[src/rtl/calc_pkg.sv]
package calc_pkg;
    localparam logic [7:0] CODE_LO  = 8'd130;
    localparam logic [7:0] CODE_MUL = 8'd132;
    localparam logic [7:0] CODE_MOD = 8'd133;
    localparam logic [7:0] CODE_HI  = 8'd135;
    localparam int         SHOW_MAX = 999;

    typedef enum logic [1:0] {OP_ADD, OP_SUB, OP_MUL, OP_MOD} op_t;

    typedef enum logic [2:0] {
        ST_IDLE, ST_TOP, ST_GET1, ST_GET2, ST_GET3, ST_EXEC
    } pop_state_t;

    function automatic logic is_code(input logic [7:0] b);
        return (b >= CODE_LO) && (b <= CODE_HI);
    endfunction
endpackage

[src/rtl/calc_entry.sv]
module calc_entry
    import calc_pkg::*;
(
    input  logic       clk,
    input  logic       rst_n,
    input  logic       digit_valid,
    input  logic [3:0] digit_val,
    input  logic       op_valid,
    input  logic [1:0] op_sel,
    input  logic       bksp,
    input  logic       ack,
    output logic       commit_ok,
    output logic [7:0] commit_byte
);
    localparam int ACC_W   = 14;
    localparam int MAX_DIG = 4;

    logic [ACC_W-1:0] acc;
    logic [2:0]       ndig;
    logic             op_pend;
    logic [1:0]       op_hold;
    logic [7:0]       clamped;

    always_comb begin
        clamped     = (acc > ACC_W'(255)) ? 8'd255 : acc[7:0];
        commit_ok   = ((ndig >= 3'd3) && !is_code(clamped)) || ((ndig == 3'd0) && op_pend);
        commit_byte = (ndig != 3'd0) ? clamped : (CODE_LO + {6'd0, op_hold});
    end

    always_ff @(posedge clk or negedge rst_n) begin
        if (!rst_n) begin
            acc     <= '0;
            ndig    <= '0;
            op_pend <= 1'b0;
            op_hold <= '0;
        end else if (ack) begin
            if (ndig != 3'd0) begin
                acc  <= '0;
                ndig <= '0;
            end else begin
                op_pend <= 1'b0;
            end
        end else if (bksp) begin
            if (ndig != 3'd0) begin
                acc  <= ACC_W'(acc / ACC_W'(10));
                ndig <= ndig - 3'd1;
            end else begin
                op_pend <= 1'b0;
            end
        end else if (digit_valid && (ndig < 3'(MAX_DIG)) && (digit_val <= 4'd9)) begin
            acc  <= ACC_W'(acc * ACC_W'(10)) + ACC_W'(digit_val);
            ndig <= ndig + 3'd1;
        end else if (op_valid && (ndig == 3'd0)) begin
            op_pend <= 1'b1;
            op_hold <= op_sel;
        end
    end

    AST_DIGIT_CAP: assert property (@(posedge clk) disable iff (!rst_n)
        ndig <= 3'(MAX_DIG));
    AST_BKSP_DROPS_ONE: assert property (@(posedge clk) disable iff (!rst_n)
        (bksp && !ack && ndig != 3'd0) |=> ndig == $past(ndig) - 3'd1);
    AST_COMMIT_CLEARS: assert property (@(posedge clk) disable iff (!rst_n)
        (ack && ndig != 3'd0) |=> (ndig == 3'd0 && acc == '0));
endmodule

[src/rtl/calc_alu.sv]
module calc_alu
    import calc_pkg::*;
#(
    parameter int RES_W = 18
) (
    input  logic [7:0]              a,
    input  logic [7:0]              b,
    input  op_t                     op,
    output logic signed [RES_W-1:0] value,
    output logic                    neg,
    output logic                    ovf
);
    logic signed [RES_W-1:0] mag;

    always_comb begin
        unique case (op)
            OP_ADD:  value = RES_W'(a) + RES_W'(b);
            OP_SUB:  value = RES_W'(a) - RES_W'(b);
            OP_MUL:  value = RES_W'(a) * RES_W'(b);
            default: value = RES_W'(a % 8'd3);
        endcase
        neg = value[RES_W-1];
        mag = neg ? -value : value;
        ovf = mag > RES_W'(SHOW_MAX);
    end
endmodule

[src/rtl/calc_stack_ctrl.sv]
module calc_stack_ctrl
    import calc_pkg::*;
#(
    parameter int ADDR_W = 6,
    parameter int RES_W  = 18
) (
    input  logic              clk,
    input  logic              rst_n,
    input  logic              digit_valid,
    input  logic [3:0]        digit_val,
    input  logic              op_valid,
    input  logic [1:0]        op_sel,
    input  logic              bksp,
    input  logic              latch,
    input  logic              enter,
    output logic              mem_we,
    output logic [ADDR_W-1:0] mem_addr,
    output logic [7:0]        mem_wdata,
    input  logic [7:0]        mem_rdata,
    output logic              res_valid,
    output logic [RES_W-1:0]  res_value,
    output logic              res_neg,
    output logic              res_ovf,
    output logic              pop_err
);
    localparam int DEPTH = 1 << ADDR_W;
    localparam int SP_W  = ADDR_W + 1;

    pop_state_t              state, nxt;
    logic [SP_W-1:0]         sp, addr_full;
    logic [7:0]              top_q, opa, opb;
    op_t                     op_q;
    logic                    commit_ok;
    logic [7:0]              commit_byte;
    logic                    start, top_ok, arith_ok, rd_operand;
    logic [7:0]              rd_delta;
    logic signed [RES_W-1:0] alu_value;
    logic                    alu_neg, alu_ovf;

    calc_entry u_entry (
        .clk(clk), .rst_n(rst_n), .digit_valid(digit_valid), .digit_val(digit_val),
        .op_valid(op_valid), .op_sel(op_sel), .bksp(bksp), .ack(mem_we),
        .commit_ok(commit_ok), .commit_byte(commit_byte)
    );

    calc_alu #(.RES_W(RES_W)) u_alu (
        .a(opa), .b(opb), .op(op_q), .value(alu_value), .neg(alu_neg), .ovf(alu_ovf)
    );

    always_comb begin
        mem_we     = latch && commit_ok && (state == ST_IDLE) && (sp < SP_W'(DEPTH));
        mem_wdata  = commit_byte;
        start      = (state == ST_IDLE) && enter && !latch;
        rd_operand = !is_code(mem_rdata);
        rd_delta   = mem_rdata - CODE_LO;
        arith_ok   = (mem_rdata >= CODE_LO) && (mem_rdata <= CODE_MUL);
        top_ok     = ((mem_rdata == CODE_MOD) && (sp >= SP_W'(2)))
                   || (rd_operand && (sp >= SP_W'(3)));
        unique case (state)
            ST_TOP:  addr_full = sp - SP_W'(1);
            ST_GET1: addr_full = sp - SP_W'(2);
            ST_GET2: addr_full = sp - SP_W'(3);
            default: addr_full = sp;
        endcase
        mem_addr = addr_full[ADDR_W-1:0];
    end

    always_comb begin
        nxt = state;
        unique case (state)
            ST_IDLE: if (start && sp != '0) nxt = ST_TOP;
            ST_TOP:  nxt = ST_GET1;
            ST_GET1: nxt = top_ok ? ST_GET2 : ST_IDLE;
            ST_GET2: begin
                if (top_q == CODE_MOD) nxt = rd_operand ? ST_EXEC : ST_IDLE;
                else                   nxt = arith_ok ? ST_GET3 : ST_IDLE;
            end
            ST_GET3: nxt = rd_operand ? ST_EXEC : ST_IDLE;
            ST_EXEC: nxt = ST_IDLE;
            default: nxt = ST_IDLE;
        endcase
    end

    always_ff @(posedge clk or negedge rst_n) begin
        if (!rst_n) state <= ST_IDLE;
        else        state <= nxt;
    end

    always_ff @(posedge clk or negedge rst_n) begin
        if (!rst_n) begin
            sp        <= '0;
            top_q     <= '0;
            opa       <= '0;
            opb       <= '0;
            op_q      <= OP_ADD;
            res_value <= '0;
            res_neg   <= 1'b0;
            res_ovf   <= 1'b0;
            res_valid <= 1'b0;
            pop_err   <= 1'b0;
        end else begin
            res_valid <= 1'b0;
            pop_err   <= 1'b0;
            unique case (state)
                ST_IDLE: begin
                    if (mem_we)                 sp <= sp + SP_W'(1);
                    else if (start && sp == '0) pop_err <= 1'b1;
                end
                ST_GET1: begin
                    top_q <= mem_rdata;
                    if (!top_ok) pop_err <= 1'b1;
                end
                ST_GET2: begin
                    if (top_q == CODE_MOD) begin
                        opa  <= mem_rdata;
                        op_q <= OP_MOD;
                        if (rd_operand) sp <= sp - SP_W'(2);
                        else            pop_err <= 1'b1;
                    end else begin
                        opb  <= top_q;
                        op_q <= op_t'(rd_delta[1:0]);
                        if (!arith_ok) pop_err <= 1'b1;
                    end
                end
                ST_GET3: begin
                    opa <= mem_rdata;
                    if (rd_operand) sp <= sp - SP_W'(3);
                    else            pop_err <= 1'b1;
                end
                ST_EXEC: begin
                    res_value <= alu_value;
                    res_neg   <= alu_neg;
                    res_ovf   <= alu_ovf;
                    res_valid <= 1'b1;
                end
                default: ;
            endcase
        end
    end

    AST_PUSH_STEP: assert property (@(posedge clk) disable iff (!rst_n)
        mem_we |=> mem_addr == $past(mem_addr) + ADDR_W'(1));
    AST_BUSY_NO_WRITE: assert property (@(posedge clk) disable iff (!rst_n)
        (state != ST_IDLE) |-> !mem_we);
    AST_ERR_KEEPS_DEPTH: assert property (@(posedge clk) disable iff (!rst_n)
        pop_err |-> $stable(sp));
    AST_MOD_RANGE: assert property (@(posedge clk) disable iff (!rst_n)
        (res_valid && op_q == OP_MOD) |-> (!res_neg && res_value < RES_W'(3)));
    AST_SP_BOUND: assert property (@(posedge clk) disable iff (!rst_n)
        sp <= SP_W'(DEPTH));
    AST_ONE_OUTCOME: assert property (@(posedge clk) disable iff (!rst_n)
        !(res_valid && pop_err));
endmodule

[config.mk]
export PLATFORM = sky130hd
export DESIGN_NAME = calc_stack_ctrl
export DESIGN_NICKNAME = d
export VERILOG_FILES = /design/src/rtl/calc_pkg.sv /design/src/rtl/calc_entry.sv /design/src/rtl/calc_alu.sv /design/src/rtl/calc_stack_ctrl.sv
export SDC_FILE = /design/constraint.sdc
export NUM_CORES = 1
export LEC_CHECK = 0
export BUFFER_PORTS_ARGS = -buffer_cell sky130_fd_sc_hd__buf_4
export CORE_MARGIN = 4
export CORE_UTILIZATION = 58
export CTS_BUF_LIST = sky130_fd_sc_hd__clkbuf_8 sky130_fd_sc_hd__clkbuf_16
export DETAILED_ROUTE_END_ITERATION = 7
export GPL_TIMING_DRIVEN = 0
export HOLD_SLACK_MARGIN = 0.1
export PLACE_DENSITY = 0.76
export SKIP_CTS_REPAIR_TIMING = 1
export SYNTH_ARGS = -nofsm -noshare
export SYNTH_HDL_FRONTEND = slang
export SYNTH_SLANG_ARGS = --single-unit
[constraint.sdc]
create_clock -name clk -period 12 [get_ports clk]
set_clock_uncertainty 0.2 [all_clocks]
set_input_delay 0.6 -clock clk [delete_from_list [all_inputs] [get_ports clk]]
set_output_delay 0.6 -clock clk [all_outputs]
set_load 0.01 [all_outputs]
Word level (Yosys, flattened, before mapping)
Cells that the tools add are included.

storage, ports and cells
  register bits after elaboration = 78
  word-level logic and storage cells = 145
  output and inout bits = 37
  input bits = 21

operators by class
  add/subtract/negate cells = 12
  reductions and logical operators = 38
  multipliers = 2
  $lt $le $gt $ge = 13
  equal/unequal tests = 17
  multiplexer cells = 42
  bitwise gates (word level) = 4
  divide/modulo/power cells = 2

operators with widths
  kind                   count
  $mux 14                5
  $pmux 18 s3            1
  $mux 7                 4
  $mux 3                 9
  $le 8x8->1 const B     3
  $mux 8                 3
  $pmux 7 s3             1
  $gt 18x11->1 const B   1
  $mod 8x2->18 const B   1
  $mux 18                1
  $neg 18->18            1
  $pmux 6 s3             1
  $logic_and 1x1->1      17
  $eq 8x8->1 const B     2
  $ge 8x8->1 const B     2
  $mul 8x8->16           1
  $pmux 8 s2             1
  $pmux 3 s5             1
  $add 14x4->14          1
  $div 14x4->14 const B  1
  $ge 7x2->1 const B     2
  $gt 14x8->1 const B    1
  $mul 14x3->13 const B  1
  $sub 7x2->7 const B    2
  36 further kinds       67

Longest topological paths before layout
  depth in word-level cells = 12
  depth in mapped cells = 26
  mapped depth without buffers = 24

Cells and area by module
From an unflattened synthesis, not the netlist that was laid out.

second synthesis, totals
  cell total of the unflattened synthesis = 1,367
  area, all modules = 10,887.9 sq um

modules (own cells, without submodules)
  module           cells each  seq. area each (sq um)  area an instance (sq um)  times used
  calc_alu         572         0.0                     4,199.0                   1
  calc_entry       469         500.5                   3,595.9                   1
  calc_stack_ctrl  326         1,451.4                 3,093.0                   1

Worst setup path after synthesis
OpenSTA, ideal clock, no wires.

  path kind = register -> register
  start = reg opa[6]
  end = reg res_ovf
  data required time = 11.659 ns
  library setup time = 0.141 ns
  arrival = 5.472 ns
  stages on the path, launching flop included = 26
  clock period less this slack = 5.813 ns
  buffers on the path = 5
  slack = 6.187 ns
  cell sequence = dfrtp_1 > clkbuf_1 > clkbuf_1 > ha_1 > clkbuf_1 > nand3b_1 > a21boi_0 > or4_1 > buf_4 > o311a_1 > o21a_1 > inv_2 > ha_1 > buf_1 > a311o_1 > nor2_1 > xnor2_1 > ha_1 > or4b_1 > o311ai_1 > nand3_1 > o211ai_1 > mux2i_1 > o21a_1 > o311ai_1 > o211ai_1

on the way
  cells in the longest elaborated chain, start to end = 5
  elaborated cells on any way between the ends = 8
  those cells by class = add/sub: 3; mul: 1; div: 1; order compare: 1; mux: 2

ends and longest elaborated chain
  element                               RTL line                text
  start, declared                       calc_stack_ctrl.sv:31   logic [7:0] top_q, opa, opb;
  start signal, assigned                calc_stack_ctrl.sv:115  opa <= mem_rdata;
  start signal, assigned                calc_stack_ctrl.sv:126  opa <= mem_rdata;
  $mod 8x2->18 (tied with other cells)  calc_alu.sv:20          default: value = RES_W'(a % 8'd3);
  $pmux 18 s3 (*)                       calc_alu.sv:16          unique case (op)
  $neg 18->18                           calc_alu.sv:23          mag = neg ? -value : value;
  $mux 18 (*)                           calc_alu.sv:23
  $gt 18x11->1 (*)                      calc_alu.sv:24          ovf = mag > RES_W'(SHOW_MAX);
  end signal, assigned                  calc_stack_ctrl.sv:133  res_ovf <= alu_ovf;
  end, declared                         calc_stack_ctrl.sv:23   output logic res_ovf,

Every way passes the cells marked *; elsewhere a longest branch is shown, timed or not.
A chain may end at the register's enable or synchronous reset.

Final worst setup path
Same ends and word-level chain as after synthesis.

==> flow_summary.toml <==
[status]
run_status = "completed"

[worst_setup_path]
slowest_delay_ps = 650
timing.critical_path.fanout_max = 10
crit_path_end = "res_ovf"
slowest_stage = "sky130_fd_sc_hd__a211oi_1"
crit_cells = 24
r2r_cells = 24
setup.reg_to_reg.worst_slack_ps = 4850
worst_ep_arrival_time_ps = 7150
timing.critical_path.from = "opa[6]"
critical_path.n_buffers_inverters = 5
worst_setup_path_end_kind = "flop"
timing.rr.start = "opa[6]"
critical_path_class = "reg -> reg"
critical_path.top_delay_family = "compound AO/OA/AOI/OAI gates"
critical_path.cell_chain = "clkbuf_1 -> clkbuf_1 -> ha_1 -> clkbuf_1 -> nor2b_1 -> o21ai_0 -> a211oi_1 -> o22a_1 -> o21a_1 -> inv_2 -> ha_1 -> buf_1 -> a311o_1 -> nor2_1 -> xnor2_1 -> ha_1 -> or4b_1 -> o311ai_1 -> nand3_1 -> o211ai_1 -> mux2i_1 -> o21a_1 -> o311ai_1 -> o211ai_1"
r2r-end = "res_ovf"
crit_path_start_kind = "flop"
worstPathRequired_ps = 12010

[die]
die_width_um = 139
design.core.area_um2 = 16600
core.rowCount = 47
die-area_um2 = 19200
floorplan.die.height_um = 139
io_pins = 58
effective_utilization_at_floorplan_pct = 59.5

[cts]
clock-sinks = 77
cts_max_level = 3
cts_max_path_buffers = 2
clkTransAtPathRegs_ps = 70
cts-root-buf = "sky130_fd_sc_hd__clkbuf_16"
clk_latency_ps = 350
cts_tree = "yes"
cts-buffers-inserted = 9

[layout]
drive_above_1_share_pct = 10.2
antennaDiodeCount = 0
area_growth_syn_to_layout_pct = 10.2
fin_nets = 1470
layout.cells.most_common_list = "sky130_fd_sc_hd__nand2_1 (132), sky130_fd_sc_hd__nor2_1 (107), sky130_fd_sc_hd__inv_1 (103)"
final_design_area_no_fill_um2 = 10900
final_common_cell = "sky130_fd_sc_hd__nand2_1"

[route]
initialDrtViolationCount = 807
via_count = 9649
ant_nets = 0
drt_first_pass_iters = 5
routed_wl_um = 27400
drcViolationCount = 0
route.detailed.vias_per_inst = 6.23
wl_per_cell_um = 17.7

[logic_synthesis]
yosysSeqAreaShare_pct = 19.5
synth.largest_area_cell = "sky130_fd_sc_hd__dfrtp_1"
synth-async-reset-ratio_pct = 100
most_area_consuming_cells_after_synthesis = "sky130_fd_sc_hd__dfrtp_1 (19%), sky130_fd_sc_hd__ha_1 (11%), sky130_fd_sc_hd__fa_1 (8.3%)"
postSynthRegisterBits = 77
edff_count_synth = 0
synth_top_area_share_pct = 19.5
yosys_warnings = 0
postSynthAreaPerCell_um2 = 7.88
netlist_area_um2 = 9900
number_of_distinct_standard_cells_referenced_by_the_synthesized_netlist = 91
synth_cells = 1256
postSynthNetCount = 1402
dominantRegCellSynth = "sky130_fd_sc_hd__dfrtp_1"

[grt]
groute.usage.overall_pct = 28.2
grt_first_pass_wirelength_um = 45600
grt_antenna_before_repair = 0
first_global_vias = 9154
largest_net_degree_at_the_start_of_global_routing = 78
globalRouteOverflowTotal = 0

[timing]
tightest_slew_ps = 1390
timing.final.crit_period_ps = 7150
timing.fmax_ghz = 0.140
finalSetupViolations = 0
rsz0062_at_grt = "false"
timing.max_slew.rel_slack_pct = 7.19
finalCritPeriodShare_pct = 59.6
maxSlewViolCount = 0
final-hold-violation-count = 0
timing.setup.tns_ps = 0

[flow_run]
cap_viol_max_count = 0

[placement]
io_buffers = 57
placed_area_um2 = 10600
dpl.hpwl_um = 21300
place_congestion = 0.940

[hold_path]
class_of_the_tightest_hold_or_removal_check = "in -> async"
[metrics by stage]
stage / utilization, % / instances / hold slack (ps) / setup WS [ps]
after floorplan: - / 1256 / 104 / 6190
after global placement: 63.7 / 1533 / 265 / 5010
after detailed placement: 63.7 / 1533 / 267 / 4980
after CTS: 65.6 / 1549 / 258 / 4950
after global routing: 65.6 / 1549 / 285 / 4440
final: 65.6 / 1549 / 226 / 4850
[synth_stat cells (all sizes together) (14+ instances only)]
master / number
o21ai: 84
nor4: 14
clkbuf: 48
buf: 17
o21bai: 19
nand3: 29
xor2: 16
ha: 84
nor3: 39
a21o: 19
dfrtp: 77
and2: 14
nand2: 133
a31oi: 20
a21oi: 87
inv: 104
mux2: 27
fa: 41
xnor2: 46
nor2: 108
[worst min path at each step]
| stage | slack (ps) | endpoint |
|---|---|---|
| 2_1_floorplan | 100 | op_q[0] |
| 3_3_place_gp | 270 | res_value[3] |
| 3_5_place_dp | 270 | res_value[11] |
| 4_1_cts | 260 | res_value[3] |
| 5_1_grt | 290 | u_entry.op_hold[1] |
| 6_report | 230 | res_value[3] |
[layer usage]
layer	up-vias	GRT usage (%)	part of all wire, %
li1	4643	-	-
met1	4619	41.1	47
met2	351	44.0	45
met3	36	4.48	6.6
met4	0	6.90	1.6
met5	-	0	0
[state kept, by name, summed over array words and instances (netlist names), 3 cells and up]
register      flops
top_q             8
opa               8
res_value        18
u_entry.acc      14
opb               8
u_entry.ndig      3
state             3
sp                7
[final cells by class]
class / count / area (µm²)
Fill cell: 1490 / 5730
Clock buffer: 10 / 239
Buffer: 65 / 283
Sequential cell: 77 / 1930
Inverter: 108 / 405
Clock inverter: 6 / 71.3
Multi-Input combinational cell: 1006 / 7290
Tap cell: 220 / 275
Timing Repair Buffer: 57 / 428
[cells by family after synthesis]
group | count (synthesis) | share of synthesized area, %
buffers and inverters | 173 | 6.95
DFF | 77 | 19.5
and+or+nand+nor | 417 | 20.6
muxes | 38 | 4.22
adders and majority gates | 127 | 19.1
xor gates and xnor gates | 62 | 5.48
AOI/OAI and AO/OA | 362 | 24.2
Power is left out: the tool's default activity adds up to more than one toggle a clock period on the data nets, which glitch-free logic cannot reach.
